[src/rtl/gg_pkg.sv]
package gg_pkg;
  typedef enum logic [1:0] {
    SIDE_OFF = 2'd0,
    SIDE_HI  = 2'd1,
    SIDE_LO  = 2'd2
  } side_e;
endpackage

[src/rtl/gg_input_filter.sv]
module gg_input_filter #(
  parameter int SYNC_STAGES = 2,
  parameter int FILT_CYC    = 3
) (
  input  logic clk,
  input  logic rst_n,
  input  logic raw_n,
  output logic req
);
  localparam int RW = $clog2(FILT_CYC + 1);

  logic [SYNC_STAGES-1:0] sync_q;

  genvar gi;
  generate
    for (gi = 0; gi < SYNC_STAGES; gi++) begin : g_sync
      if (gi == 0) begin : g_first
        always_ff @(posedge clk or negedge rst_n) begin
          if (!rst_n) sync_q[gi] <= 1'b1;
          else        sync_q[gi] <= raw_n;
        end
      end else begin : g_next
        always_ff @(posedge clk or negedge rst_n) begin
          if (!rst_n) sync_q[gi] <= 1'b1;
          else        sync_q[gi] <= sync_q[gi-1];
        end
      end
    end
  endgenerate

  logic          sync_out;
  logic          flt_q, flt_d, flt_en;
  logic [RW-1:0] run_q, run_d;

  assign sync_out = sync_q[SYNC_STAGES-1];

  always_comb begin
    flt_d  = flt_q;
    flt_en = 1'b0;
    run_d  = run_q;
    if (sync_out == flt_q) begin
      run_d = '0;
    end else if (run_q == RW'(FILT_CYC - 1)) begin
      flt_d  = sync_out;
      flt_en = 1'b1;
      run_d  = '0;
    end else begin
      run_d = run_q + RW'(1);
    end
  end

  always_ff @(posedge clk or negedge rst_n) begin
    if (!rst_n) begin
      flt_q <= 1'b1;
      run_q <= '0;
    end else begin
      if (flt_en) flt_q <= flt_d;
      run_q <= run_d;
    end
  end

  assign req = ~flt_q;

  AST_FILT_QUALIFIED: assert property (@(posedge clk) disable iff (!rst_n)
    !$stable(flt_q) |-> ($past(run_q) == RW'(FILT_CYC - 1)));
endmodule

[src/rtl/gg_phase_ctrl.sv]
module gg_phase_ctrl
  import gg_pkg::*;
#(
  parameter int DT_CYC   = 4,
  parameter int MINW_CYC = 6
) (
  input  logic clk,
  input  logic rst_n,
  input  logic req_hi,
  input  logic req_lo,
  input  logic shutdown,
  input  logic hs_lock,
  output logic hs_en,
  output logic ls_en
);
  localparam int DW = $clog2(DT_CYC + 1);
  localparam int WW = $clog2(MINW_CYC + 1);

  side_e         want;
  side_e         side_q, side_d;
  side_e         pend_q, pend_d;
  logic [DW-1:0] dt_q, dt_d;
  logic [WW-1:0] wid_q, wid_d;
  logic          dt_done, wid_done, go_off;

  always_comb begin
    if (req_hi && !req_lo)      want = SIDE_HI;
    else if (req_lo && !req_hi) want = SIDE_LO;
    else                        want = SIDE_OFF;
  end

  assign dt_done  = (dt_q == DW'(DT_CYC));
  assign wid_done = (wid_q >= WW'(MINW_CYC));

  always_comb begin
    go_off = 1'b0;
    case (side_q)
      SIDE_HI: go_off = hs_lock || ((want != SIDE_HI) && wid_done);
      SIDE_LO: go_off = (want != SIDE_LO) && wid_done;
      default: go_off = 1'b0;
    endcase
  end

  always_comb begin
    side_d = side_q;
    pend_d = pend_q;
    dt_d   = dt_q;
    wid_d  = wid_q;
    if (shutdown) begin
      side_d = SIDE_OFF;
      pend_d = want;
      dt_d   = '0;
    end else if (side_q == SIDE_OFF) begin
      if (want != pend_q) begin
        pend_d = want;
        dt_d   = '0;
      end else if (!dt_done) begin
        dt_d = dt_q + DW'(1);
      end else if (want == SIDE_HI && !hs_lock) begin
        side_d = SIDE_HI;
        wid_d  = WW'(1);
      end else if (want == SIDE_LO) begin
        side_d = SIDE_LO;
        wid_d  = WW'(1);
      end
    end else if (go_off) begin
      side_d = SIDE_OFF;
      pend_d = want;
      dt_d   = '0;
    end else if (!wid_done) begin
      wid_d = wid_q + WW'(1);
    end
  end

  always_ff @(posedge clk or negedge rst_n) begin
    if (!rst_n) begin
      side_q <= SIDE_OFF;
      pend_q <= SIDE_OFF;
      dt_q   <= '0;
      wid_q  <= '0;
    end else begin
      side_q <= side_d;
      pend_q <= pend_d;
      dt_q   <= dt_d;
      wid_q  <= wid_d;
    end
  end

  assign hs_en = (side_q == SIDE_HI);
  assign ls_en = (side_q == SIDE_LO);

  logic          on_q;
  logic [DW-1:0] off_run_q;
  assign on_q = hs_en || ls_en;

  always_ff @(posedge clk or negedge rst_n) begin
    if (!rst_n)                          off_run_q <= '0;
    else if (on_q)                       off_run_q <= '0;
    else if (off_run_q != DW'(DT_CYC))   off_run_q <= off_run_q + DW'(1);
  end

  AST_DEAD_GAP_HI: assert property (@(posedge clk) disable iff (!rst_n)
    $rose(hs_en) |-> ($past(off_run_q) == DW'(DT_CYC)));
  AST_DEAD_GAP_LO: assert property (@(posedge clk) disable iff (!rst_n)
    $rose(ls_en) |-> ($past(off_run_q) == DW'(DT_CYC)));
  AST_NO_DIRECT_SWAP: assert property (@(posedge clk) disable iff (!rst_n)
    hs_en |=> !ls_en);
  AST_BOTH_REQ_NO_ON: assert property (@(posedge clk) disable iff (!rst_n)
    (req_hi && req_lo && !on_q) |=> !on_q);
  AST_SHDN_CLEAR: assert property (@(posedge clk) disable iff (!rst_n)
    shutdown |=> !on_q);
  AST_LOCK_HS: assert property (@(posedge clk) disable iff (!rst_n)
    hs_lock |=> !hs_en);
  AST_MIN_WIDTH: assert property (@(posedge clk) disable iff (!rst_n)
    ($fell(on_q) && !$past(shutdown) && !$past(hs_lock && hs_en))
      |-> ($past(wid_q) >= WW'(MINW_CYC)));
endmodule

[src/rtl/tri_phase_gate_guard.sv]
module tri_phase_gate_guard #(
  parameter int NPH         = 3,
  parameter int SYNC_STAGES = 2,
  parameter int FILT_CYC    = 3,
  parameter int DT_CYC      = 4,
  parameter int MINW_CYC    = 6
) (
  input  logic           clk,
  input  logic           rst_n,
  input  logic [NPH-1:0] hi_cmd_n,
  input  logic [NPH-1:0] lo_cmd_n,
  input  logic           shutdown,
  input  logic [NPH-1:0] hs_lock,
  output logic [NPH-1:0] hs_en,
  output logic [NPH-1:0] ls_en
);
  logic [1:0] rst_sync_q;
  logic       rst_core_n;

  always_ff @(posedge clk or negedge rst_n) begin
    if (!rst_n) rst_sync_q <= 2'b00;
    else        rst_sync_q <= {rst_sync_q[0], 1'b1};
  end
  assign rst_core_n = rst_sync_q[1];

  logic [NPH-1:0] req_hi, req_lo;

  genvar gp;
  generate
    for (gp = 0; gp < NPH; gp++) begin : g_phase
      gg_input_filter #(.SYNC_STAGES(SYNC_STAGES), .FILT_CYC(FILT_CYC)) u_flt_hi (
        .clk(clk), .rst_n(rst_core_n), .raw_n(hi_cmd_n[gp]), .req(req_hi[gp]));
      gg_input_filter #(.SYNC_STAGES(SYNC_STAGES), .FILT_CYC(FILT_CYC)) u_flt_lo (
        .clk(clk), .rst_n(rst_core_n), .raw_n(lo_cmd_n[gp]), .req(req_lo[gp]));
      gg_phase_ctrl #(.DT_CYC(DT_CYC), .MINW_CYC(MINW_CYC)) u_ctrl (
        .clk(clk), .rst_n(rst_core_n),
        .req_hi(req_hi[gp]), .req_lo(req_lo[gp]),
        .shutdown(shutdown), .hs_lock(hs_lock[gp]),
        .hs_en(hs_en[gp]), .ls_en(ls_en[gp]));
    end
  endgenerate

  AST_PHASE_EXCL: assert property (@(posedge clk) disable iff (!rst_core_n)
    (hs_en & ls_en) == '0);
endmodule

[config.mk]
export PLATFORM = sky130hd
export DESIGN_NAME = tri_phase_gate_guard
export DESIGN_NICKNAME = d
export VERILOG_FILES = /design/src/rtl/gg_pkg.sv /design/src/rtl/gg_input_filter.sv /design/src/rtl/gg_phase_ctrl.sv /design/src/rtl/tri_phase_gate_guard.sv
export SDC_FILE = /design/constraint.sdc
export NUM_CORES = 1
export LEC_CHECK = 0
export BUFFER_PORTS_ARGS = -buffer_cell sky130_fd_sc_hd__buf_4
export CAP_MARGIN = 30
export CELL_PAD_IN_SITES_DETAIL_PLACEMENT = 0
export CELL_PAD_IN_SITES_GLOBAL_PLACEMENT = 2
export CORE_MARGIN = 2
export CORE_UTILIZATION = 44
export CTS_CLUSTER_SIZE = 14
export DETAILED_ROUTE_END_ITERATION = 8
export GPL_ROUTABILITY_DRIVEN = 0
export PLACE_DENSITY_LB_ADDON = 0.1
export SLEW_MARGIN = 25
export SYNTH_ARGS = -nofsm -noshare
export SYNTH_HDL_FRONTEND = slang
export SYNTH_HIERARCHICAL = 1
export SYNTH_SLANG_ARGS = --single-unit
[constraint.sdc]
create_clock -name clk -period 5.7 [get_ports clk]
set_clock_uncertainty 0.15 [all_clocks]
set_input_delay 1.14 -clock clk [delete_from_list [all_inputs] [get_ports clk]]
set_output_delay 1.14 -clock clk [all_outputs]
set_load 0.02 [all_outputs]
==> results of run 1 <==
routing by layer:
| metal | track usage | vias to the layer above | part of all wire |
|---|---|---|---|
| met5 | 0 | - | 0 |
| met4 | 0.06923 | 0 | 0.014 |
| met3 | 0.03088 | 8 | 0.024 |
| met2 | 0.2506 | 28 | 0.45 |
| met1 | 0.2273 | 1097 | 0.51 |
| li1 | - | 1141 | - |
registers in the layout, indices dropped and copies added (netlist names):
name                       flops
g_phase.u_flt_hi/sync_out      3
g_phase.u_flt_hi/sync_q        3
g_phase.u_flt_lo/sync_q        3
g_phase.u_flt_hi/flt_q         3
g_phase.u_flt_lo/run_q         6
rst_sync_q                     2
g_phase.u_ctrl/pend_q          6
g_phase.u_flt_lo/flt_q         3
g_phase.u_flt_lo/sync_out      3
g_phase.u_ctrl/side_q          6
g_phase.u_ctrl/wid_q           9
g_phase.u_ctrl/dt_q            9
g_phase.u_flt_hi/run_q         6
where the power goes:
group / switching, mW / total, mW / internal (mW)
Clock: 0.200 / 0.368 / 0.167
Combinational: 0.231 / 0.469 / 0.238
Sequential: 0.0981 / 0.660 / 0.562
Total: 0.529 / 1.50 / 0.968
cell usage after synthesis, types with 2 or more instances:
cell type | n | share of area
xnor2_1 | 6 | 0.016
buf_2 | 2 | 0.0030
a32o_1 | 2 | 0.0061
nand3_1 | 2 | 0.0030
nor2b_4 | 6 | 0.025
nor3b_2 | 7 | 0.027
mux2_4 | 6 | 0.027
mux2i_1 | 4 | 0.012
and2_1 | 3 | 0.0057
ha_1 | 18 | 0.068
nand2b_1 | 3 | 0.0057
dfrtp_1 | 44 | 0.33
o211ai_1 | 9 | 0.021
o22ai_1 | 4 | 0.0076
a31o_2 | 2 | 0.0053
mux2_2 | 4 | 0.014
o21ai_0 | 13 | 0.020
xor2_1 | 3 | 0.0080
inv_1 | 32 | 0.036
o2111ai_1 | 3 | 0.0080
nor3_1 | 11 | 0.017
nor4_1 | 3 | 0.0057
o31ai_1 | 6 | 0.014
o211a_1 | 4 | 0.012
a211o_1 | 3 | 0.0080
nor2_1 | 9 | 0.010
or3b_4 | 2 | 0.0068
dfstp_2 | 18 | 0.14
nor2b_1 | 4 | 0.0076
o21a_1 | 3 | 0.0068
a21oi_1 | 14 | 0.021
nand2_1 | 18 | 0.021
a221o_1 | 2 | 0.0061
a31oi_1 | 4 | 0.0076
a32oi_2 | 2 | 0.0099
o311ai_0 | 5 | 0.013
or3b_2 | 2 | 0.0053
kinds of logic after synthesis:
family,count (synthesis),share of synthesized area
AND/OR/NAND/NOR,76,0.1532
other,1,0.001139
buffers and inverters,34,0.03953
XOR/XNOR,9,0.02395
flip-flops,62,0.4781
adder cells (fa/ha/maj),18,0.06842
multiplexers,14,0.05321
AO/OA/AOI/OAI,81,0.1824
final timing paths:
path / from / endpoint / slack, ns / depth (start not counted)
max: hs_lock[0] / g_phase[0].u_ctrl/wid_q[1]$_DFFE_PN0P_ / 3.07 / 6
min: g_phase[2].u_flt_hi/sync_q[0]$_DFF_PN1_ / g_phase[2].u_flt_hi/sync_out$_DFF_PN1_ / 0.21 / 0
max reg2reg: g_phase[1].u_flt_hi/flt_q$_DFFE_PN1P_ / g_phase[1].u_ctrl/wid_q[1]$_DFFE_PN0P_ / 3.25 / 6
min reg2reg: g_phase[2].u_flt_hi/sync_q[0]$_DFF_PN1_ / g_phase[2].u_flt_hi/sync_out$_DFF_PN1_ / 0.21 / 0
max in group asynchronous: rst_sync_q[1]$_DFF_PN0_ / g_phase[1].u_ctrl/dt_q[0]$_DFFE_PN0P_ / 4.63 / 1
min in group asynchronous: rst_sync_q[1]$_DFF_PN0_ / g_phase[2].u_flt_lo/run_q[0]$_DFF_PN0_ / 0.27 / 1
cell type report:
type | instances | area (um2) | area share
clock buffer | 9 | 123.9 | 0.03322
clock inverter | 7 | 62.56 | 0.01678
multi-input combinational | 199 | 1588 | 0.4258
timing repair buffer | 18 | 135.1 | 0.03624
inverter | 32 | 120.1 | 0.03221
sequential | 62 | 1575 | 0.4225
tap | 99 | 123.9 | 0.03322
==> metrics.txt, run 1 <==
dpl hpwl=4123 um; Mapped Nets=325; Hold WC Path Type=register to register; fin cells=~430; Final ANT Viol Nets=0; slew margin rel.=0.5026; Post-Syn Area=3292 um2; Die W=90.50 um; I/O Pins=18; register bit total from synthesis=62; final worst slack=approximately 3 ns; CP peak stage delay=slightly below 0.4 ns; Core Util, Final=0.5141; antenna violations before repair=0; status=finished, final reports clean; Startpoint Class=primary input; setup bufs post-CTS=0; First-pass DRT Iterations=4; Layout area overhead=13.27%; Worst VDD drop=214.2 uV; Setup Viol. Count Final=0; final WL=5927 um; post-place setup slack=2.715 ns; core outline area=7253 um2; CP bufs+invs=1; vias in the first global route=2,292; antenna diode count=0; Worst Path Required=approximately 5.8 ns; Post-DP Area=about 3500 um2; clock-pin slew on the worst setup and hold paths=0.08 ns; WL/cell=13.91 um; CTS resizes=0; Vias/cell=5.338; clk buf depth=2; most common cell after layout, fill and taps aside=dfrtp_1; dominant synthesized flop cell=dfrtp_1; DRC=0; CTS sink count=62; slowest CP cell=or3b_4; Power per Cell Area=401.4 nW/um2; fin crit share=0.4620; Initial Util=0.4539; TritonCTS buffer count=9; peak fanout along the critical path=4; CP endpoint kind=register; Root Driver=clkbuf_8; Mapped Avg Cell Area=11.16 um2; Pins Over Slew Limit=0; Cells after DPL=410; Leak Pwr=1.595 nW; via count=between 2,000 and 2,500; hold slack=slightly above 0.2 ns; max-cap viol count=0; synth warn=6; most frequent cells in the layout=dfrtp_1, inv_1; Rows=31; post-layout power=1.497 mW; Final Instance Area=3729 um2; 1st-iter DRT viols=70; number of flops mapped to enable cells by yosys=0; CTS tree=done; # fillers=667; pin count of the biggest net entering global routing=61; Crit path max-delay family=compound AO/OA/AOI/OAI gates; hold_buf cts=0; Fin. Hold Viols=0; Fin Setup TNS=0 ns; total number of H-tree levels=3; Min Clock Period, post-route=2.633 ns; Synth async-reset ratio=1.000; Synth Instances=295; share of cells above drive strength 1=0.2661; RSZ-0062 raised after global routing=false; GRT Overall Usage=0.1637; count of cell types in the netlist=49; Die Span Y=90.50 um; CP Cell Sequence=buf_4, or3b_4, a32oi_2, nor3_1, a211o_1, a221o_1; die area=around 8200 um2; Remaining Overflow, GRT=0; IO buf count=17; Slew @ Worst Pin=0.7461 ns; Fmax=379.7 MHz; worst skew pair latency=0.34 ns; first-pass GRT wire length=10,930 um; Layout Nets=352; critical path type=primary input to register; sequential area share after synthesis=0.4781; Critical Path AT=2.71 ns
Note: power is estimated with default switching activity, not from simulation.
==> run 2: changes to the inputs <==
- CORE_UTILIZATION: 44 -> 41
- clock period: 5.7 -> 2.6 ns (I/O delays scaled with it)
==> run 2 against run 1 <==
Critical path depth unchanged. Largest power group unchanged. Cell area rose by 1.0%. Wire length up 3.3%. Clock power grew 130%.
==> metrics.txt, run 2 (synthesized netlist as in run 1, its figures left out) <==
status=finished, final reports clean; Die Span Y=~94 um; antenna violations before repair=0; Setup Viol. Count Final=0; met2 wire length=2827 um; final WL=between 6000 and 7000 um; CP endpoint kind=register; Vias/cell=roughly 5.3; share of cells above drive strength 1=0.2622; Initial Util=0.4238; Pins Over Slew Limit=0; Slew @ Worst Pin=0.5920 ns; critical path type=register to register; post-layout power=3.318 mW; core outline area=7767 um2; pin count of the biggest net entering global routing=36; clock-pin slew on the worst setup and hold paths=0.07 ns; Fmax=417.2 MHz; RSZ-0062 raised after global routing=false; IO buf count=17; max-cap viol count=0; Regs by FF count=g_phase.u_ctrl/dt_q x9, g_phase.u_ctrl/wid_q x9; CP peak stage delay=0.55 ns; Min Clock Period, post-route=2.397 ns; Cells after DPL=413; vias in the first global route=about 2,300; I/O Pins=18; fin crit share=0.9219; Layout area overhead=14.44%; CTS sink count=62; WL/cell=between 10 and 15 um; Rows=32; CP Cell Sequence=inv_1, or3b_4, a32oi_2, nor3_1, a211o_1, a221o_1; most frequent cells in the layout=dfrtp_1, inv_1, nand2_1, ha_1, dfstp_2; Die W=93.61 um; Remaining Overflow, GRT=0; DRC=0; antenna diode count=0; 1st-iter DRT viols=58; Fin. Hold Viols=0; met3 routed WL=139 um; most common cell after layout, fill and taps aside=dfrtp_1; Highest Signal Layer=met4; Worst VDD drop=424.6 uV; GRT Overall Usage=0.1607; Final ANT Viol Nets=0; total number of H-tree levels=3; via count=around 2,300; Root Driver=clkbuf_8; Fin Setup TNS=0 ns; # fillers=740; Power per Cell Area=880.9 nW/um2; M1 WL=3083 um; Hold WC Path Type=register to async pin; Critical Path AT=2.46 ns; worst skew pair latency=0.33 ns; slowest CP cell=dfstp_2; dpl hpwl=4408 um; slew margin rel.=0.6053; fin cells=430; first-pass GRT wire length=10,930 um; Layout Nets=approximately 350; First-pass DRT Iterations=4; peak fanout along the critical path=5; die area=8762 um2; TritonCTS buffer count=9; Startpoint Class=register; CTS tree=done; clk buf depth=2; CTS resizes=0; Worst Path Required=2.66 ns; Leak Pwr=1.604 nW
-- run 2: per-stage QoR --
step | worst slack, ns | area (um2) | hold slack, ns | util
6_report | 0.2030 | 3767 | 0.1283 | 0.4850
5_1_grt | 0.04516 | 3767 | 0.1067 | 0.4850
3_5_place_dp | 0.2123 | 3558 | 0.1509 | 0.4581
4_1_cts | 0.1987 | 3767 | 0.1172 | 0.4850
3_3_place_gp | 0.2384 | 3558 | 0.1499 | 0.4581
2_1_floorplan | 0.3450 | 3292 | 0.07441 | -
-- run 2: metal layers --
layer / vias to the layer above / track usage
li1: 1130 / -
met1: 1117 / 0.2263
met2: 20 / 0.2374
met3: 7 / 0.04029
met4: 0 / 0.06401
met5: - / 0
-- run 2: power by group --
part	internal (mW)	switching, mW
logic	0.527	0.496
registers	1.23	0.220
clock network	0.449	0.393
total	2.21	1.11
-- run 2: layout make-up --
| type | instances | area (um2) | share of cell area |
|---|---|---|---|
| Multi-Input combinational cell | 199 | 1588 | 0.4215 |
| Sequential cell | 62 | 1575 | 0.4181 |
| Timing Repair Buffer | 19 | 157.7 | 0.04185 |
| Clock buffer | 10 | 127.6 | 0.03388 |
| Tap cell | 102 | 127.6 | 0.03388 |
| Inverter | 32 | 120.1 | 0.03188 |
| Clock inverter | 6 | 71.32 | 0.01893 |
-- run 2: critical path, delay by kind of cell (launching register included) --
kind | cells | cell delay, ns
simple gates | 2 | 0.53
compound gates | 3 | 0.96
buf+inv | 1 | 0.10
flops | 1 | 0.55
-- run 2: path summary, 6_finish.rpt --
check                                                 startpoint                                      end  slack [ns]  cells past startpoint
max in group asynchronous                rst_sync_q[1]$_DFF_PN0_  g_phase[1].u_flt_hi/sync_q[0]$_DFF_PN1_        1.50                      1
min reg2reg                              rst_sync_q[1]$_DFF_PN0_   g_phase[0].u_flt_hi/run_q[0]$_DFF_PN0_        0.13                      0
max                        g_phase[1].u_flt_lo/flt_q$_DFFE_PN1P_   g_phase[1].u_ctrl/wid_q[1]$_DFFE_PN0P_        0.20                      6
max reg2reg                g_phase[1].u_flt_lo/flt_q$_DFFE_PN1P_   g_phase[1].u_ctrl/wid_q[1]$_DFFE_PN0P_        0.20                      6
min in group clk                                     lo_cmd_n[1]  g_phase[1].u_flt_lo/sync_q[0]$_DFF_PN1_        0.14                      1
min                                      rst_sync_q[1]$_DFF_PN0_   g_phase[0].u_flt_hi/run_q[0]$_DFF_PN0_        0.13                      0
-- run 2: timing repair --
| item | 4_1_cts | 5_1_grt |
|---|---|---|
| hold buffers | 1 | 0 |
| setup buffers | 0 | 0 |
| endpoints found under the hold margin | 2 | 0 |
| endpoints found under the setup margin | 0 | 0 |
==> run 3: changes to the inputs <==
- BUFFER_PORTS_ARGS: -buffer_cell sky130_fd_sc_hd__buf_4 -> default
- CORE_UTILIZATION: 41 -> 43
- DONT_BUFFER_PORTS: default -> 1
- clock period: 2.6 -> 2.3 ns (I/O delays scaled with it)
==> run 3 against run 2 <==
Fmax grew 7.7%. Clock power grew 4.4%. Critical path depth is the same. Total power grew 14%. Core utilization grew 4.2 points. Die area shrank 4.5%. Cell count grew 2.1%. Hold slack gained 0.041 ns. Largest cell class unchanged. Largest power group unchanged.
==> metrics.txt, run 3 (synthesized netlist as in run 1, its figures left out) <==
fin cells=439; CTS sink count=62; R2R Setup Slk=0.08 ns; Hold WC Path Type=register to async pin; WL/cell=13.73 um; CTS tree=done; Final ANT Viol Nets=0; switching part of the total=0.3432; via count=2,334; logic gate share of total power=0.333; RSZ-0062 raised after global routing=false; Worst Path Required=2.38 ns; Switch Pwr=approximately 1.3 mW; Regs by FF count=g_phase.u_ctrl/dt_q x9, g_phase.u_ctrl/wid_q x9; Die Span Y=91.50 um; fin crit share=0.9673; Initial Util=0.4491; dpl hpwl=4315 um; Fin. Hold Viols=0; total number of H-tree levels=3; DRC=0; Vias/cell=5.317; Fin Setup TNS=0 ns; Remaining Overflow, GRT=0; antenna violations before repair=0; Setup Viol. Count Final=0; Cells after DPL=roughly 400; Layout area overhead=17.33%; Leak Pwr=around 1.6 nW; Root Driver=clkbuf_8; CP endpoint kind=register; pin count of the biggest net entering global routing=51; Min Clock Period, post-route=2.225 ns; IO buf count=0; CP startpoint=g_phase[1].u_flt_lo/flt_q$_DFFE_PN1P_; vias in the first global route=approximately 2,400; termination of the worst setup path=g_phase[1].u_ctrl/wid_q[1]$_DFFE_PN0P_; Rows=31; clk buf depth=2; Reg power frac=0.434; antenna diode count=0; first-pass GRT wire length=10,950 um; clock-pin slew on the worst setup and hold paths=0.08 ns; Clock power frac=0.233; GRT Overall Usage=0.1627; R2R Path Start=g_phase[1].u_flt_lo/flt_q$_DFFE_PN1P_; Startpoint Class=register; Worst VDD drop=538.7 uV; Fmax=~450 MHz; post-layout power=approximately 3.8 mW; Power per Cell Area=977.0 nW/um2; First-pass DRT Iterations=4; area of the multi-input gates=1594 um2; max-cap viol count=0; final WL=6029 um; most common cell after layout, fill and taps aside=dfrtp_1; Pins Over Slew Limit=0; critical path type=register to register; most frequent cells in the layout=dfrtp_1, inv_1, buf_4; share of cells above drive strength 1=0.2735; # fillers=682; I/O Pins=18; TritonCTS buffer count=9; Die W=91.50 um; core outline area=between 7000 and 8000 um2; Layout Nets=approximately 370; 1st-iter DRT viols=69; Int Pwr=2.478 mW; peak fanout along the critical path=4; worst skew pair latency=roughly 0.34 ns; R2R depth=6; reg2reg end=g_phase[1].u_ctrl/wid_q[1]$_DFFE_PN0P_; status=finished, final reports clean; register area=1575 um2; die area=~8400 um2; Critical Path AT=2.30 ns
run 3: per-layer routing:
| layer | share of wire | track usage | vias up |
|---|---|---|---|
| met2 | 0.47 | 0.2561 | 30 |
| li1 | - | - | 1156 |
| met3 | 0.030 | 0.03320 | 6 |
| met4 | 0.011 | 0.07197 | 0 |
| met1 | 0.49 | 0.2163 | 1142 |
| met5 | 0 | 0 | - |
run 3: power by group through the flow:
stage | Clock, mW | Combinational, mW | Sequential [mW]
floorplan | 0 | 0.953 | 1.62
global placement | 0 | 1.20 | 1.65
detailed placement | 0 | 1.20 | 1.66
CTS | 0.912 | 1.23 | 1.64
global route | 0.964 | 1.41 | 1.69
finish | 0.879 | 1.26 | 1.64
run 3: how the worst min path moves through the flow:
stage	start	end	slack, ns	cells past startpoint
global placement	rst_sync_q[1]$_DFF_PN0_	g_phase[0].u_flt_hi/run_q[0]$_DFF_PN0_	-0.01	0
detailed placement	rst_sync_q[1]$_DFF_PN0_	g_phase[0].u_flt_hi/run_q[1]$_DFF_PN0_	-0.01	0
floorplan	rst_n	rst_sync_q[0]$_DFF_PN0_	0.01	0
global route	rst_n	rst_sync_q[0]$_DFF_PN0_	0.17	1
CTS	rst_n	rst_sync_q[0]$_DFF_PN0_	0.17	1
finish	rst_sync_q[1]$_DFF_PN0_	g_phase[0].u_flt_hi/flt_q$_DFFE_PN1P_	0.17	0
run 3: area by class of cell:
class	count	share of cell area
Timing Repair Buffer	31	0.06932
Tap cell	99	0.03207
Clock buffer	9	0.03207
Sequential cell	62	0.4078
Multi-Input combinational cell	199	0.4127
Clock inverter	7	0.01490
Inverter	32	0.03110
run 3: worst max-delay path, cell delays in order, from the launching register on:
cell and delay [ns]:
dfstp_2 0.55, inv_1 0.05, or3b_4 0.42, a32oi_2 0.20, nor3_1 0.09, a211o_1 0.29
a221o_1 0.36
run 3: per-stage QoR:
stage	hold WS, ns	util	setup WS, ns	instance area [um2]
final	0.1689	0.5269	0.07530	3862
after global routing	0.1667	0.5269	0.003448	3862
after global placement	-0.01380	0.4869	0.05333	3570
after floorplan	0.01441	-	0.04500	3292
after CTS	0.1744	0.5240	0.01177	3841
after detailed placement	-0.01171	0.4869	0.02634	3570
run 3: what timing repair did:
| action | 4_1_cts | 5_1_grt |
|---|---|---|
| hold endpoints to repair | 11 | 0 |
| endpoints found under the setup margin | 0 | 2 |
| hold buffers | 9 | 0 |
| setup buffers | 0 | 2 |
| resized for setup | 0 | 3 |
